### config.mk
export PLATFORM = sky130hd
export DESIGN_NAME = postdiv_top
export DESIGN_NICKNAME = d
export VERILOG_FILES = /design/src/rtl/postdiv_pkg.sv /design/src/rtl/postdiv_ctrl.sv /design/src/rtl/postdiv_dp.sv /design/src/rtl/postdiv_top.sv
export SDC_FILE = /design/constraint.sdc
export NUM_CORES = 1
export LEC_CHECK = 0
export BUFFER_PORTS_ARGS = -buffer_cell sky130_fd_sc_hd__buf_4
export CAP_MARGIN = 10
export CORE_MARGIN = 4
export CORE_UTILIZATION = 45
export DETAILED_ROUTE_END_ITERATION = 8
export HOLD_SLACK_MARGIN = 0.15
export PLACE_DENSITY = 0.74
export SETUP_SLACK_MARGIN = 0.1
export SYNTH_ARGS = -nofsm -noshare
export SYNTH_HDL_FRONTEND = slang
export SYNTH_SLANG_ARGS = --single-unit
### constraint.sdc
create_clock -name clk -period 4.2 [get_ports clk]
set_input_delay 0.42 -clock clk [delete_from_list [all_inputs] [get_ports clk]]
set_output_delay 0.42 -clock clk [all_outputs]
set_load 0.02 [all_outputs]
### src/rtl/postdiv_pkg.sv
package postdiv_pkg;

  // Strobes the control stage hands to the datapath each cycle.
  typedef struct packed {
    logic clear;    // park: counter and output cleared, divisor follows input
    logic wrap;     // terminal count: restart counter, flip output, capture divisor
    logic advance;  // ordinary count step
  } divStrobe_t;

endpackage

### src/rtl/postdiv_ctrl.sv
module postdiv_ctrl
  import postdiv_pkg::*;
#(
  parameter int CW = 11
) (
  input  logic          enable,
  input  logic [CW-1:0] cnt,
  input  logic [CW-1:0] lastCnt,
  output divStrobe_t    strobe
);

  logic atTerminal;

  assign atTerminal = (cnt == lastCnt);

  always_comb begin
    strobe         = '0;
    if (!enable) begin
      strobe.clear   = 1'b1;
    end else if (atTerminal) begin
      strobe.wrap    = 1'b1;
    end else begin
      strobe.advance = 1'b1;
    end
  end

endmodule

### src/rtl/postdiv_dp.sv
module postdiv_dp
  import postdiv_pkg::*;
#(
  parameter int QW = 10,
  parameter int CW = QW + 1
) (
  input  logic          clk,
  input  logic          rstN,
  input  logic [QW-1:0] divQ,
  input  divStrobe_t    strobe,
  output logic [CW-1:0] cnt,
  output logic [CW-1:0] lastCnt,
  output logic [QW-1:0] activeQ,
  output logic          clkOut
);

  logic toggleQ;

  // Last count value of a half-period: (Q + 2) - 1.
  assign lastCnt = {1'b0, activeQ} + CW'(1);
  assign clkOut  = toggleQ;

  always_ff @(posedge clk or negedge rstN) begin
    if (!rstN) begin
      cnt     <= '0;
      toggleQ <= 1'b0;
      activeQ <= '0;
    end else if (strobe.clear) begin
      cnt     <= '0;
      toggleQ <= 1'b0;
      activeQ <= divQ;
    end else if (strobe.wrap) begin
      cnt     <= '0;
      toggleQ <= ~toggleQ;
      activeQ <= divQ;
    end else if (strobe.advance) begin
      cnt     <= cnt + CW'(1);
    end
  end

endmodule

### src/rtl/postdiv_top.sv
module postdiv_top
  import postdiv_pkg::*;
#(
  parameter int QW = 10
) (
  input  logic          clk,
  input  logic          rstN,
  input  logic [QW-1:0] divQ,
  input  logic          enable,
  output logic          clkOut
);

  localparam int CW = QW + 1;

  divStrobe_t    strobe;
  logic [CW-1:0] cnt;
  logic [CW-1:0] lastCnt;
  logic [QW-1:0] activeQ;

  postdiv_ctrl #(.CW(CW)) u_ctrl (
    .enable  (enable),
    .cnt     (cnt),
    .lastCnt (lastCnt),
    .strobe  (strobe)
  );

  postdiv_dp #(.QW(QW), .CW(CW)) u_dp (
    .clk     (clk),
    .rstN    (rstN),
    .divQ    (divQ),
    .strobe  (strobe),
    .cnt     (cnt),
    .lastCnt (lastCnt),
    .activeQ (activeQ),
    .clkOut  (clkOut)
  );

endmodule

==> results_tabular.tex <==
\begin{tabular}{lr}
\hline
Metric & Value \\
\hline
\multicolumn{2}{l}{\textbf{Yosys}} \\
Post-synthesis instance total & 120 \\
Area fraction in and, or, nand and nor cells after synthesis & 21.6\% \\
Distinct cell type count of the synthesized netlist & 38 \\
Most instantiated library cell after synthesis & dfrtp\_1 \\
Leading cell types by total area after synthesis & dfrtp\_1 39\%, mux2\_4 8.6\%, xnor2\_1 8.2\% \\
Post-Synth Adder-Cell Area & 1.79\% \\
Complex-gate fraction of the synthesized area & 9.69\% \\
Per-instance average area after synthesis & 11.6 um2 \\
Top cells by instance count after synthesis & 22 x dfrtp\_1, 13 x xnor2\_1, 9 x nand3\_1 \\
Number of synthesized flops with an enable pin & 0 \\
Combinational family with the most area after synthesis & simple AND/OR/NAND/NOR gates \\
Sequential share of the synthesized area & 39.5\% \\
Async set-reset flop share out of synthesis & 100\% \\
Post-synthesis mux area share & 10.9\% \\
Yosys warnings & 0 \\
Post-synth top flop & dfrtp\_1 \\
Xor and xnor area share after synthesis & 12.6\% \\
Area of the mapped netlist & 1400 um2 \\
Flop and latch count out of synthesis & 22 \\
Synth top area share & 39.5\% \\
Cell taking the most area after synthesis & dfrtp\_1 \\
Post-Syn Nets & 135 \\
\multicolumn{2}{l}{\textbf{STA}} \\
Least-Margin Pin Slew & 0.958 ns \\
\# setup viols final & 0 \\
RSZ-0062 raised after global routing & no \\
Clock skew after layout & 0.00271 ns \\
Total Neg Setup Slack & 0 ns \\
Final Hold Fails & 0 \\
Top achievable clock speed & 0.348 GHz \\
Share of the cycle needed by the critical path after routing & 68.5\% \\
Clock period minus final worst setup slack & 2.88 ns \\
Final slew viol count & 0 \\
Relative max-transition margin & 36.1\% \\
\multicolumn{2}{l}{\textbf{Drt}} \\
Final routed wirelength across all metal layers & 2520 um \\
Starting DRC count in detailed routing & 44 \\
Drt via density & 5.47 \\
Routed wirelength normalized by instance count & 15.1 um \\
Residual DRC & 0 \\
Number of optimization iterations in the first detailed-route pass & 3 \\
Routed Antenna Nets & 0 \\
Total via count after detailed routing & 913 \\
\multicolumn{2}{l}{\textbf{Pwr}} \\
Switching power as a share of total power & 26.1\% \\
Relative contribution of sequential cells to total power & 49.1\% \\
Combinational group share of total power & 17.9\% \\
Leakage & 0.630 nW \\
Total net switching power & 0.129 mW \\
Clock power frac & 33.0\% \\
Max VDD drop & 218 uV \\
Total chip power & 0.496 mW \\
Internal Pwr Total & 0.367 mW \\
Cell Pwr Density & 319 nW/um2 \\
\multicolumn{2}{l}{\textbf{Global routing}} \\
Pin count of the biggest net entering global routing & 23 \\
Remaining Overflow, GRT & 0 \\
First-pass GRT wire length & 4600 um \\
All-Layer GR Usage & 14.4\% \\
Number of antenna violations at the first check in global routing & 0 \\
Vias in the first global route & 1019 \\
\multicolumn{2}{l}{\textbf{Placed design}} \\
Detailed placer's ending HPWL & 1950 um \\
Last weighted congestion value of the routability-driven placer & 0.771 \\
Number of buffers inserted by port buffering & 13 \\
\multicolumn{2}{l}{\textbf{Clock tree}} \\
Clock tree from TritonCTS & done \\
Buffers inserted during post-CTS setup optimization & 0 \\
Worst-case clock buffer depth & 2 \\
Latest clock arrival within the worst-skew pair & 0.31 ns \\
CTS buffer count & 3 \\
H-tree depth reported by CTS & 1 \\
Post-CTS clock slew at the launch and capture registers of the worst setup and hold paths & 0.13 ns \\
Library cell used as clock root buffer & clkbuf\_4 \\
Clock sinks & 22 \\
\multicolumn{2}{l}{\textbf{Floorplanning}} \\
Die H & 63.7 um \\
Boundary Pins & 14 \\
Floorplan die area & 4060 um2 \\
Effective utilization at floorplan & 48.9\% \\
\# rows & 19 \\
Horizontal die dimension & 63.7 um \\
Core area & 2850 um2 \\
\multicolumn{2}{l}{\textbf{Worst setup path}} \\
Crit path required time & 4.41 ns \\
Reg-to-reg setup timing slack & 1.32 ns \\
Critical Path Sink & u\_dp.cnt[6]\$\_DFFE\_PN0P\_ \\
Startpoint of the worst register-to-register path & u\_dp.activeQ[1]\$\_DFFE\_PN0P\_ \\
Worst reg-to-reg path cell count & 8 \\
Data arrival time at the worst-slack endpoint & 3.09 ns \\
Worst-path fanout max & 14 \\
Sort of element at the start of the critical path & register \\
RR Endpoint & u\_dp.cnt[6]\$\_DFFE\_PN0P\_ \\
Crit. End Element & register \\
Critical path class & register to register \\
CP startpoint & u\_dp.activeQ[1]\$\_DFFE\_PN0P\_ \\
\multicolumn{2}{l}{\textbf{Cells and area}} \\
Layout Area Growth over Synthesis & 11.4\% \\
N\_diodes & 0 \\
Number of nets in the layout & 152 \\
Fraction of final layout cells with drive strength greater than 1 & 30.9\% \\
\multicolumn{2}{l}{\textbf{Run status}} \\
Outcome & finished clean \\
\multicolumn{2}{l}{\textbf{Run}} \\
Count of maximum capacitance violations & 0 \\
\multicolumn{2}{l}{\textbf{Min path}} \\
Class of the most critical hold timing path & input port to register \\
\hline
\end{tabular}
## worst min-delay path by stage
stage | from | endpoint | slack [ns] | cells after the start
floorplan | rstN | u_dp.activeQ[0]$_DFFE_PN0P_ | 0.12 | 0
global placement | rstN | u_dp.cnt[8]$_DFFE_PN0P_ | 0.32 | 1
detailed placement | rstN | u_dp.cnt[8]$_DFFE_PN0P_ | 0.33 | 1
CTS | divQ[2] | u_dp.activeQ[2]$_DFFE_PN0P_ | 0.31 | 2
global route | divQ[4] | u_dp.activeQ[4]$_DFFE_PN0P_ | 0.30 | 2
finish | divQ[8] | u_dp.activeQ[8]$_DFFE_PN0P_ | 0.31 | 2
## sequential cells by signal, summed over array words and instances (netlist names)
| register | flops |
|---|---|
| u_dp.cnt | 11 |
| u_dp.activeQ | 10 |
| u_dp.clkOut | 1 |
## layout make-up
cell class                      instances  area (um2)
Timing Repair Buffer                   15         115
Sequential cell                        22         551
Tap cell                               31        38.8
Multi-Input combinational cell         93         790
Fill cell                             268        1300
Clock buffer                            3        22.5
Inverter                                2        7.51
Clock inverter                          1        30.0
## stage by stage
step           area [um2]  utilization (%)  hold slack (ns)  worst slack (ns)  std cells
3_3_place_gp         1490             52.3            0.319              1.37        162
3_5_place_dp         1490             52.3            0.325              1.31        162
6_report             1550             54.5            0.314              1.32        167
5_1_grt              1550             54.5            0.301              1.08        167
2_1_floorplan        1400                -            0.124              1.97        120
4_1_cts              1550             54.5            0.308              1.28        167
## critical path: stages (launching register included)
cell,delay (ns)
dfrtp_1,0.45
ha_1,0.32
nand3_1,0.16
or3_1,0.38
o41ai_2,0.07
o211ai_2,0.17
o31ai_4,0.79
buf_4,0.37
nor2_4,0.05
## cell families after synthesis
logic type      count (synthesis)
simple gates                   44
flops                          22
xor+xnor                       20
compound gates                 16
mux                            11
buf+inv                         5
fa+ha+maj                       2
## power groups by stage
stage / registers [mW] / logic, mW / clock network [mW]
finish: 0.244 / 0.0888 / 0.164
global route: 0.247 / 0.0992 / 0.179
CTS: 0.244 / 0.0902 / 0.171
detailed placement: 0.247 / 0.0890 / 0
global placement: 0.246 / 0.0860 / 0
floorplan: 0.241 / 0.0733 / 0
## repair_timing
action                                 CTS  global route
hold buffers                             1             0
endpoints found under the hold margin   22             0
resized for setup                        0             0
## cells in the final DEF, fill, tap and decap left out, drive strengths merged, types with 3 or more instances in the layout
cell	n
clkbuf	3
nand2	5
xnor2	13
or3	3
buf	14
dfrtp	22
xor2	7
nand3	10
mux2	10
o21ai	3
a21oi	3
nor2	14
nor4	3
## per-layer routing
layer  vias to the layer above  GRT usage (%)  part of all wire [%]
met5                         -              0                     0
met4                         0           4.04                  0.95
met3                         5           4.09                   3.1
met2                        11           24.3                    49
met1                       439           17.7                    46
li1                        458              -                     -
Power figures use the tool's default switching activity.
